[src/rtl/pwb_pkg.sv]
package pwb_pkg;
  localparam int PWB_ADDR_W    = 8;
  localparam int PWB_OFF_W     = 4;
  localparam int PWB_WR_CYCLES = 500000;

  typedef enum logic [1:0] {
    PWB_IDLE  = 2'd0,
    PWB_FILL  = 2'd1,
    PWB_BLOCK = 2'd2,
    PWB_WRITE = 2'd3
  } pwb_state_e;
endpackage

[src/rtl/pwb_ptr.sv]
module pwb_ptr #(
  parameter int ADDR_W = 8,
  parameter int OFF_W  = 4
) (
  input  logic                  clk,
  input  logic                  rst_n,
  input  logic                  load,
  input  logic [ADDR_W:0]       load_val,
  input  logic                  inc,
  output logic [ADDR_W-OFF_W:0] page,
  output logic [OFF_W-1:0]      off
);
  localparam logic [OFF_W-1:0] ONE = {{(OFF_W-1){1'b0}}, 1'b1};

  logic [ADDR_W:0] ptr_q, ptr_d;

  always_comb begin
    ptr_d = ptr_q;
    if (load)
      ptr_d = load_val;
    else if (inc)
      ptr_d = {ptr_q[ADDR_W:OFF_W], ptr_q[OFF_W-1:0] + ONE};
  end

  always_ff @(posedge clk or negedge rst_n) begin
    if (!rst_n)
      ptr_q <= '0;
    else if (load || inc)
      ptr_q <= ptr_d;
  end

  assign page = ptr_q[ADDR_W:OFF_W];
  assign off  = ptr_q[OFF_W-1:0];
endmodule

[src/rtl/pwb_buf.sv]
module pwb_buf #(
  parameter int OFF_W = 4
) (
  input  logic                      clk,
  input  logic                      rst_n,
  input  logic                      clr,
  input  logic                      wr,
  input  logic [OFF_W-1:0]          wr_off,
  input  logic [7:0]                wr_data,
  output logic [(1<<OFF_W)-1:0]     mask,
  output logic [(8<<OFF_W)-1:0]     data
);
  localparam int SLOTS = 1 << OFF_W;

  logic [SLOTS-1:0] mask_q, mask_d, sel;

  for (genvar i = 0; i < SLOTS; i++) begin : g_slot
    logic [7:0] slot_q;
    assign sel[i] = wr && (wr_off == OFF_W'(i));
    always_ff @(posedge clk or negedge rst_n) begin
      if (!rst_n)
        slot_q <= '0;
      else if (sel[i])
        slot_q <= wr_data;
    end
    assign data[8*i +: 8] = slot_q;
  end

  always_comb begin
    mask_d = mask_q;
    if (clr)
      mask_d = '0;
    else if (wr)
      mask_d = mask_q | sel;
  end

  always_ff @(posedge clk or negedge rst_n) begin
    if (!rst_n)
      mask_q <= '0;
    else if (clr || wr)
      mask_q <= mask_d;
  end

  assign mask = mask_q;
endmodule

[src/rtl/pwb_timer.sv]
module pwb_timer #(
  parameter int WR_CYCLES = 500000
) (
  input  logic clk,
  input  logic rst_n,
  input  logic load,
  input  logic run,
  output logic last
);
  localparam int CNT_W = $clog2(WR_CYCLES + 1);
  localparam logic [CNT_W-1:0] TOP = CNT_W'(WR_CYCLES - 1);

  logic [CNT_W-1:0] cnt_q, cnt_d;
  logic             cnt_en;

  assign cnt_en = load || (run && (cnt_q != '0));

  always_comb begin
    cnt_d = cnt_q;
    if (load)
      cnt_d = TOP;
    else if (run && (cnt_q != '0))
      cnt_d = cnt_q - 1'b1;
  end

  always_ff @(posedge clk or negedge rst_n) begin
    if (!rst_n)
      cnt_q <= '0;
    else if (cnt_en)
      cnt_q <= cnt_d;
  end

  assign last = (cnt_q == '0);
endmodule

[src/rtl/pwb_ctrl.sv]
module pwb_ctrl
  import pwb_pkg::*;
#(
  parameter int ADDR_W    = PWB_ADDR_W,
  parameter int OFF_W     = PWB_OFF_W,
  parameter int WR_CYCLES = PWB_WR_CYCLES
) (
  input  logic                      clk,
  input  logic                      rst_n,
  input  logic                      bus_start,
  input  logic                      ptr_load,
  input  logic [ADDR_W:0]           ptr_val,
  input  logic                      rx_valid,
  input  logic [7:0]                rx_data,
  input  logic                      rx_prot,
  input  logic                      bus_stop,
  output logic                      busy,
  output logic                      resp_valid,
  output logic                      resp_ack,
  output logic                      arr_we,
  output logic [ADDR_W-OFF_W:0]     arr_page,
  output logic [(1<<OFF_W)-1:0]     arr_mask,
  output logic [(8<<OFF_W)-1:0]     arr_data
);
  localparam int SLOTS  = 1 << OFF_W;
  localparam int PAGE_W = ADDR_W + 1 - OFF_W;

  pwb_state_e state_q, state_d;

  logic              open_st, take, refuse_prot, commit, clr, t_last;
  logic [PAGE_W-1:0] cur_page;
  logic [OFF_W-1:0]  cur_off;
  logic [SLOTS-1:0]  buf_mask;

  assign open_st     = (state_q == PWB_IDLE) || (state_q == PWB_FILL);
  assign take        = rx_valid && !rx_prot && open_st;
  assign refuse_prot = rx_valid && rx_prot && (state_q != PWB_WRITE);
  assign commit      = bus_stop && (state_q == PWB_FILL);
  assign clr         = commit || ((state_q != PWB_WRITE) &&
                       (bus_start || ptr_load || refuse_prot));

  always_comb begin
    state_d = state_q;
    unique case (state_q)
      PWB_IDLE:  if (refuse_prot) state_d = PWB_BLOCK;
                 else if (take)   state_d = PWB_FILL;
      PWB_FILL:  if (refuse_prot) state_d = PWB_BLOCK;
                 else if (commit) state_d = PWB_WRITE;
                 else if (bus_start || ptr_load) state_d = PWB_IDLE;
      PWB_BLOCK: if (bus_start || ptr_load || bus_stop) state_d = PWB_IDLE;
      PWB_WRITE: if (t_last) state_d = PWB_IDLE;
      default:   state_d = PWB_IDLE;
    endcase
  end

  always_ff @(posedge clk or negedge rst_n) begin
    if (!rst_n)
      state_q <= PWB_IDLE;
    else
      state_q <= state_d;
  end

  always_ff @(posedge clk or negedge rst_n) begin
    if (!rst_n) begin
      resp_valid <= 1'b0;
      resp_ack   <= 1'b0;
      arr_we     <= 1'b0;
    end else begin
      resp_valid <= rx_valid;
      resp_ack   <= take;
      arr_we     <= commit;
    end
  end

  always_ff @(posedge clk or negedge rst_n) begin
    if (!rst_n) begin
      arr_page <= '0;
      arr_mask <= '0;
    end else if (commit) begin
      arr_page <= cur_page;
      arr_mask <= buf_mask;
    end
  end

  pwb_ptr #(.ADDR_W(ADDR_W), .OFF_W(OFF_W)) u_ptr (
    .clk      (clk),
    .rst_n    (rst_n),
    .load     (ptr_load && (state_q != PWB_WRITE)),
    .load_val (ptr_val),
    .inc      (take),
    .page     (cur_page),
    .off      (cur_off)
  );

  pwb_buf #(.OFF_W(OFF_W)) u_buf (
    .clk     (clk),
    .rst_n   (rst_n),
    .clr     (clr),
    .wr      (take),
    .wr_off  (cur_off),
    .wr_data (rx_data),
    .mask    (buf_mask),
    .data    (arr_data)
  );

  pwb_timer #(.WR_CYCLES(WR_CYCLES)) u_tmr (
    .clk   (clk),
    .rst_n (rst_n),
    .load  (commit),
    .run   (state_q == PWB_WRITE),
    .last  (t_last)
  );

  assign busy = (state_q == PWB_WRITE);
endmodule

[config.mk]
export PLATFORM = sky130hd
export DESIGN_NAME = pwb_ctrl
export DESIGN_NICKNAME = d
export VERILOG_FILES = /design/src/rtl/pwb_pkg.sv /design/src/rtl/pwb_ptr.sv /design/src/rtl/pwb_buf.sv /design/src/rtl/pwb_timer.sv /design/src/rtl/pwb_ctrl.sv
export SDC_FILE = /design/constraint.sdc
export NUM_CORES = 1
export LEC_CHECK = 0
export ABC_CLOCK_PERIOD_IN_PS = 3500
export BUFFER_PORTS_ARGS = -buffer_cell sky130_fd_sc_hd__buf_4
export CAP_MARGIN = 0
export CORE_UTILIZATION = 35
export CTS_CLUSTER_DIAMETER = 60
export CTS_CLUSTER_SIZE = 8
export DETAILED_ROUTE_END_ITERATION = 16
export GPL_TIMING_DRIVEN = 0
export PLACE_DENSITY = 0.6
export SETUP_SLACK_MARGIN = 0.2
export SLEW_MARGIN = 30
export SYNTH_ARGS = -nofsm -noshare
export SYNTH_HDL_FRONTEND = slang
export SYNTH_HIERARCHICAL = 1
export SYNTH_SLANG_ARGS = --single-unit
[constraint.sdc]
create_clock -name clk -period 3.5 [get_ports clk]
set_clock_uncertainty 0.15 [all_clocks]
set_input_delay 0.35 -clock clk [delete_from_list [all_inputs] [get_ports clk]]
set_output_delay 0.35 -clock clk [all_outputs]
set_load 0.005 [all_outputs]
Yosys cells after proc, flatten, opt, wreduce, memory -nomap -nowiden. Index checks and enable logic that the tools add are counted.

Register bits after elaboration: 198. Input port bits: 24. Output and inout port bits: 153. Logic and storage cells: 111.

Add/subtract/negate cells: 2. Eq/ne operators: 23. Multiplexer cells: 14. Bitwise gates (word level): 1. Reduce and logical (&&, ||, !) cells: 45.

Operators by type and width (number): $mux 19 (2); $eq 4x4->1 const B (8); $mux 16 (2); $logic_and 1x1->1 (24); $logic_not 19->1 (1); $reduce_bool 19->1 (1); $sub 19x1->19 const B (1); $eq 4x3->1 const B (4); $or 16x16->16 (1); $mux 2 (7); $mux 9 (1); $eq 4x2->1 const B (2); $logic_or 1x1->1 (8); $pmux 2 s4 (1); $reduce_and 2->1 (4); $ne 2x2->1 const B (3); $reduce_bool 2->1 (3); $add 4x1->4 const B (1); $eq 2x2->1 const B (2); $eq 4x1->1 const B (1); $logic_not 4->1 (1); $mux 4 (1); $ne 4x3->1 const B (1); $reduce_and 4->1 (1); 4 further kinds (4).

Depth between registers and ports, before layout. Gate-level depths: netlist of the first run.

Word-level depth: 7. Depth in mapped cells: 9. Depth with buffers taken out: 8.

By module. Netlist of the first run, hierarchy kept.

By module, submodules not included: pwb_buf (instances 1, cells each 333, area an instance 5489.0 um2, seq. area each 3603.5 um2); pwb_timer (instances 1, cells each 118, area an instance 1143.6 um2, seq. area each 475.5 um2); pwb_ctrl (instances 1, cells each 67, area an instance 1094.8 um2, seq. area each 650.6 um2); pwb_ptr (instances 1, cells each 29, area an instance 385.4 um2, seq. area each 225.2 um2).

Worst setup path after synthesis of the first run. No wires, ideal clock.

Path kind: register to register. Start: register state_q[1]. End: register u_buf.g_slot[4].slot_q[0]. Library setup time: 125 ps. Arrival time: 2202 ps. Data required time: 3225 ps. Setup slack: 1023 ps. Cell stages (with the launch flop): 6. Buffers on the path: 1. Period minus slack after synthesis: 2477 ps. Path through: dfrtp_1 nor3b_1 nand3b_1 or3_1 buf_6 mux2_4.

Cells in the longest elaborated chain, start to end: 4. Elaborated cells between the ends (all ways): 5. Classes of those cells: eq/ne (1); reduce/logical (4).

Ends and longest elaborated chain: start, declared (line pwb_ctrl.sv:28) `pwb_state_e state_q, state_d;`; start signal, assigned (line pwb_ctrl.sv:60) `state_q <= state_d;`; $eq 2x1->1 / $logic_not 2->1 (equally long branches) (line pwb_ctrl.sv:35) `assign open_st = (state_q == PWB_IDLE) || (state_q == PWB_FILL);`; $logic_or 1x1->1 (*) (line pwb_ctrl.sv:35); $logic_and 1x1->1 (*) (line pwb_ctrl.sv:36) `assign take = rx_valid && !rx_prot && open_st;`; named net take (line pwb_ctrl.sv:30) `logic open_st, take, refuse_prot, commit, clr, t_last;`; $logic_and 1x1->1 (*) (line pwb_buf.sv:19) `assign sel[i] = wr && (wr_off == OFF_W'(i));`; end signal, assigned (line pwb_buf.sv:24) `slot_q <= wr_data;`; end, declared (line pwb_buf.sv:18) `logic [7:0] slot_q;`.

Mark *: on every way through the listed nets, which the timed path passes. The rest lies on a longest branch. A chain may end at the register's enable or synchronous reset.

Worst setup path after layout of the first run.
Start: input rx_valid. End: register u_buf.g_slot[14].slot_q[2].

Cells in the longest elaborated chain, start to end: 3.

Ends and longest elaborated chain: start, declared (line pwb_ctrl.sv:13) `input logic rx_valid,`; $logic_and 1x1->1 (2 in a row) (line pwb_ctrl.sv:36); named net take (line pwb_ctrl.sv:30); $logic_and 1x1->1 (line pwb_buf.sv:19); end signal, assigned (line pwb_buf.sv:24); end, declared (line pwb_buf.sv:18).

The timed path passes the listed nets, and every way through them passes these cells.

==> impl_metrics.json, run 1 <==
{
  "status": "completed",
  "place_ws_ns": 0.8186,
  "avgSynthCellArea_sq_um": 14.83,
  "die_x_um": 154.2,
  "ys.flop_type": "dfrtp_1",
  "clock_path_buffers": 2,
  "finalPower_w": 0.007877,
  "p_seq_share_pct": 44.3,
  "diodes": 0,
  "synthCells": 547,
  "final_common_cell": "dfrtp_1",
  "place.gp.congestion": 0.7933,
  "p_sw_share_pct": 29.92,
  "wl_um": 19950,
  "p_comb_share_pct": 30.9,
  "critPathKind": "primary input to flop",
  "rsz0062_at_grt": "no",
  "p_leak_nw": 5.148,
  "ant_nets": 0,
  "regToRegSetupSlack_ns": 0.83,
  "clockPowerShare_pct": 24.8,
  "max_freq_mhz": 362.1,
  "post_cts_buffers": 0,
  "fp.dieH_um": 154.2,
  "cts_tree": "done",
  "async_reset_ff_share_pct": 100.0,
  "vdd_drop_max_mv": 0.2985,
  "cts_made_buffers": 17,
  "root_buffer": "clkbuf_16",
  "crit_path_top_delay_cell": "nor2_2",
  "io_buffers": 176,
  "die_area_sq_mm": 0.02379,
  "final_cell_mix": "dfrtp_1, buf_4, mux2_2",
  "synth.distinct_cells": 51,
  "cts.sink_count": 198,
  "post-route-period-util_pct": 78.91,
  "yosys_register_bits": 198,
  "overflow": 0,
  "path_cells": "dlygate4sd3_1 > buf_4 > nor3b_2 > nand3_2 > nor2_2 > mux2_2",
  "worst_pin_slew_ns": 0.8288,
  "initial_core_util_pct": 35.72,
  "cp_max_fo": 9,
  "fin_ws_ns": 0.7380,
  "ys_seq_area_share_pct": 61.07,
  "hold_viol": 0,
  "grt_pass1_wl_um": 31800,
  "core_sq_mm": 0.02271,
  "fillers": 2079,
  "worstPathArrival_ns": 2.93,
  "cpPeakStageDelay_ns": 0.63,
  "p_per_area_mw_per_mm2": 745.8,
  "vias_per_cell": 4.927,
  "layout-drive-gt1-share_pct": 50.46,
  "grt_use_total_pct": 17.64,
  "drt_iter0_drc": 247,
  "path_clk_slew_ns": 0.08,
  "worstSetupStartpointType": "primary input",
  "netlist_area_sq_mm": 0.008113,
  "final_nets": 780,
  "finalMaxSlewViolations": 0,
  "min_path_type": "primary input to flop",
  "synth_edf_count": 0,
  "yosysWarnings": 6,
  "p_int_w": 0.005521,
  "vias": 5183,
  "grt_pass1_vias": 5503,
  "ios": 177,
  "setup_viol": 0,
  "drc": 0,
  "detailed_place_hpwl_um": 13970,
  "syn-num-nets": 573,
  "stdcell_count": 1052,
  "grt_max_degree": 91,
  "cap_violations": 0,
  "post_drt_wl_per_cell_um": 18.97,
  "p_sw_w": 0.002357,
  "antenna_found_initial": 1,
  "slew_headroom_pct": 44.75,
  "rows": 55,
  "fin_setup_tns_ns": 0,
  "cts_resized": 0,
  "worstPathRequired_ns": 3.67,
  "area_delta_synth_final_pct": 30.20,
  "cp-end-kind": "flop",
  "period_needed_ns": 2.762,
  "dp_cells": 1010,
  "htree_levels": 4,
  "dr.pass1.iters": 4,
  "insertion_delay_ns": 0.43
}
==> layer usage <==
| metal | up-vias | wire length (um) | track usage (%) |
|---|---|---|---|
| met2 | 129 | 9772 | 28.94 |
| met4 | 0 | 301 | 5.952 |
| met5 | - | 0 | 0 |
| li1 | 2375 | - | - |
| met3 | 16 | 1282 | 5.520 |
| met1 | 2663 | 8596 | 22.07 |
==> per-stage QoR <==
stage / instance area [sq um] / hold slack (ns) / utilization, %
after floorplan: 8113 / -0.09559 / -
after detailed placement: 9858 / 0.07727 / 43.41
final: 10560 / 0.03456 / 46.51
after global routing: 10560 / 0.02829 / 46.51
after global placement: 9791 / 0.3211 / 43.11
after CTS: 10560 / 0.009327 / 46.51
==> cell usage after synthesis (3+ instances only) <==
cell type	instances	area, sq um
o31ai_1	6	45.04
inv_1	8	30.03
buf_2	5	25.02
mux2_4	34	510.5
and2_1	3	18.77
nor2_2	9	56.30
or4_1	4	30.03
nand2_1	12	45.04
mux2i_1	4	40.04
o21ai_0	11	55.05
clkbuf_1	12	45.04
nor3_1	3	15.01
mux2_2	98	1104
mux2_1	26	292.8
a21oi_1	14	70.07
o21ba_2	10	100.1
nor2b_1	9	56.30
nor4_1	4	25.02
or3_1	7	43.79
nand2b_1	6	37.54
buf_6	5	56.30
nand3b_1	6	45.04
dfrtp_1	198	4955
nor2_1	18	67.56
==> path summary, 6_finish.rpt <==
path / from / endpoint / depth (start not counted)
worst max-delay path: rx_valid / u_buf/g_slot[14].slot_q[2] / 6
worst min-delay path: rx_prot / resp_ack / 2
worst max register to register: state_q[1] / u_buf/g_slot[14].slot_q[2] / 4
worst min register to register: u_buf/g_slot[3].slot_q[6] / u_buf/g_slot[3].slot_q[6] / 1
max in group asynchronous: rst_n / u_ptr/ptr_q[1] / 4
min in group asynchronous: rst_n / arr_page[2] / 2
==> critical path, delay by kind of cell <==
family,cells,cell delay (ns)
AND/OR/NAND/NOR,3,1.48
multiplexers,1,0.42
buffers and inverters,2,0.66
==> what timing repair did <==
item / 4_1_cts / 5_1_grt
setup endpoints to repair: 0 / 0
endpoints found under the hold margin: 105 / 0
hold buffers: 10 / 0
==> registers in the layout, indices dropped and copies added, names as in the netlist <==
name / cells
arr_we: 1
state_q: 2
u_buf/mask: 16
u_tmr/cnt_q: 19
resp_valid: 1
arr_page: 5
u_buf/g_slot.slot_q: 128
resp_ack: 1
u_ptr/ptr_q: 9
arr_mask: 16
==> power groups by stage <==
stage               registers (W)  clock network, W  logic (W)
floorplan                 0.00350                 0    0.00102
global placement          0.00348                 0    0.00241
detailed placement        0.00352                 0    0.00248
CTS                       0.00350           0.00202    0.00249
global route              0.00360           0.00210    0.00266
finish                    0.00349           0.00195    0.00244
==> layout make-up <==
| type | count | area (sq um) | area share [%] |
|---|---|---|---|
| Inverter | 8 | 30.03 | 0.2843 |
| Clock inverter | 15 | 178.9 | 1.694 |
| Timing Repair Buffer | 188 | 1484 | 14.05 |
| Sequential cell | 198 | 4955 | 46.91 |
| Multi-Input combinational cell | 318 | 2999 | 28.39 |
| Buffer | 23 | 133.9 | 1.267 |
| Clock buffer | 17 | 425.4 | 4.027 |
| Tap cell | 285 | 356.6 | 3.376 |
==> logic make-up after synthesis <==
family / count (synthesis) / synth area share [%]
adder cells (fa/ha/maj): 2 / 0.3084
XOR/XNOR: 3 / 0.3239
buffers and inverters: 31 / 2.020
AND/OR/NAND/NOR: 101 / 7.942
flip-flops: 198 / 61.07
multiplexers: 162 / 24.00
AO/OA/AOI/OAI: 50 / 4.334
(Power assumes the default switching activity.)
==> inputs of run 2 (changes only) <==
--- a/config.mk
+++ b/config.mk
@@ -5,7 +5,7 @@
 export SDC_FILE = /design/constraint.sdc
 export NUM_CORES = 1
 export LEC_CHECK = 0
-export ABC_CLOCK_PERIOD_IN_PS = 3500
+export ABC_CLOCK_PERIOD_IN_PS = 2800
 export BUFFER_PORTS_ARGS = -buffer_cell sky130_fd_sc_hd__buf_4
 export CAP_MARGIN = 0
 export CORE_UTILIZATION = 35
==> constraint.sdc (replaced) <==
create_clock -name clk -period 2.8 [get_ports clk]
set_clock_uncertainty 0.15 [all_clocks]
set_input_delay 0.28 -clock clk [delete_from_list [all_inputs] [get_ports clk]]
set_output_delay 0.28 -clock clk [all_outputs]
set_load 0.005 [all_outputs]
==> impl_metrics.json, run 2 (synthesized netlist as in run 1, its figures left out) <==
{
  "status": "completed",
  "dr.pass1.iters": 5,
  "fp.dieH_um": 154.2,
  "vias": 5237,
  "cts_made_buffers": 17,
  "min_path_type": "primary input to flop",
  "wl_um": 20040,
  "core_sq_mm": 0.02271,
  "ant_nets": 0,
  "io_buffers": 176,
  "reg2reg_depth": 5,
  "whs_path_depth": 3,
  "area_delta_synth_final_pct": 31.88,
  "layout-drive-gt1-share_pct": 50.26,
  "vias_per_cell": 4.917,
  "regToRegSetupSlack_ns": 0.42,
  "slew_headroom_pct": 44.91,
  "grt_max_degree": 91,
  "reg.largest.list": "u_buf/g_slot.slot_q x128, u_tmr/cnt_q x19",
  "drc": 0,
  "clock_path_buffers": 2,
  "period_needed_ns": 2.381,
  "vdd_drop_max_mv": 0.3693,
  "holdWs_ns": 0.04741,
  "cp-end-kind": "flop",
  "fillers": 2069,
  "root_buffer": "clkbuf_16",
  "antenna_found_initial": 1,
  "diodes": 0,
  "final_common_cell": "dfrtp_1",
  "grt_pass1_wl_um": 31880,
  "cap_violations": 0,
  "fin_setup_tns_ns": 0,
  "path_clk_slew_ns": 0.07,
  "stdcell_count": 1065,
  "rr_endpoint": "u_tmr/cnt_q[10]",
  "grt_use_total_pct": 17.67,
  "rsz0062_at_grt": "no",
  "reg2reg_from": "state_q[1]",
  "overflow": 0,
  "holdPathEnd": "state_q[1]",
  "largest-register": "u_buf/g_slot.slot_q",
  "grt_pass1_vias": 5542,
  "cp_max_fo": 11,
  "die_x_um": 154.2,
  "worstPathRequired_ns": 2.97,
  "initial_core_util_pct": 35.72,
  "worst_pin_slew_ns": 0.8263,
  "largest_reg_flops": 128,
  "post-route-period-util_pct": 85.05,
  "hold_start": "bus_stop",
  "post_drt_wl_per_cell_um": 18.82,
  "final_nets": 793,
  "htree_levels": 4,
  "ios": 177,
  "p_leak_nw": 5.211,
  "detailed_place_hpwl_um": 13970,
  "worstSetupStartpointType": "flop",
  "rows": 55,
  "drt_iter0_drc": 190,
  "cts_tree": "done",
  "final_cell_mix": "dfrtp_1, buf_4, mux2_2",
  "finalMaxSlewViolations": 0,
  "critPathKind": "flop to flop",
  "insertion_delay_ns": 0.43,
  "cts.sink_count": 198,
  "max_freq_mhz": 419.9,
  "place.gp.congestion": 0.7933,
  "setup_viol": 0,
  "die_area_sq_mm": 0.02379,
  "worstPathArrival_ns": 2.55,
  "hold_viol": 0,
  "dp_cells": 1010,
  "p_per_area_mw_per_mm2": 922.8
}
run 2: changes by cell type in the layout (fill, tap and decap cells not counted):
| cell | before | now |
|---|---|---|
| dlygate4sd3_1 | 10 | 20 |
| buf_4 | 176 | 179 |
| clkbuf_1 | 12 | 11 |
| clkbuf_2 | 0 | 1 |
| nor3b_2 | 2 | 1 |
| nor3b_4 | 0 | 1 |
| nor4b_1 | 2 | 1 |
| nor4b_2 | 1 | 2 |
run 2: per-stage QoR:
step / worst slack [ns] / total power, W / util [%] / cell area, sq um
3_5_place_dp: 0.1234 / 0.007497 / 43.41 / 9858
3_3_place_gp: -0.2845 / 0.007369 / 43.11 / 9791
6_report: 0.4187 / 0.009873 / 47.11 / 10700
5_1_grt: 0.2283 / 0.01047 / 47.11 / 10700
2_1_floorplan: 0.3225 / 0.005649 / - / 8113
4_1_cts: 0.2866 / 0.01002 / 46.98 / 10670
run 2: layout make-up:
| type | instances | area (sq um) | share of cell area [%] |
|---|---|---|---|
| clock buffers | 17 | 425.4 | 3.976 |
| inverters | 8 | 30.03 | 0.2807 |
| flip-flops and latches | 198 | 4955 | 46.31 |
| well taps | 285 | 356.6 | 3.333 |
| repair buffers | 201 | 1607 | 15.02 |
| multi-input cells | 318 | 3012 | 28.15 |
| plain buffers | 23 | 135.1 | 1.263 |
| clock inverters | 15 | 178.9 | 1.672 |
run 2: repair_timing:
action	in CTS	in global routing
resized for setup	2	3
pin swaps	0	1
endpoints found under the setup margin	52	29
setup buffers	0	3
hold buffers	20	0
endpoints found under the hold margin	166	0
run 2: worst max-delay path by stage:
stage,from,to
after detailed placement,state_q[1],u_buf/g_slot[11].slot_q[4]
after global placement,state_q[1],u_buf/g_slot[11].slot_q[2]
after floorplan,state_q[1],u_buf/g_slot[4].slot_q[0]
after CTS,rx_prot,u_buf/g_slot[11].slot_q[0]
final,state_q[1],u_tmr/cnt_q[10]
after global routing,state_q[1],u_tmr/cnt_q[16]
run 2: per-layer routing:
metal / track usage, % / routed length [um]
met1: 22.07 / 8671
met2: 28.98 / 9822
met3: 5.492 / 1220
met4: 6.143 / 328
met5: 0 / 0
run 2: power breakdown:
group / switching [W] / internal, W / total [W] / leakage [nW]
Combinational: 0.00113 / 0.00194 / 0.00307 / 2.36
Clock: 0.00123 / 0.00121 / 0.00244 / 0.285
Sequential: 0.000594 / 0.00377 / 0.00436 / 2.57
Total: 0.00295 / 0.00692 / 0.00987 / 5.21
run 2: worst max-delay path, stage by stage (launching register included):
cell and delay (ns):
dfrtp_1 0.48, and2_1 0.39, and3b_1 0.27, nand3_1 0.24, nor4_1 0.39, mux2_1 0.35
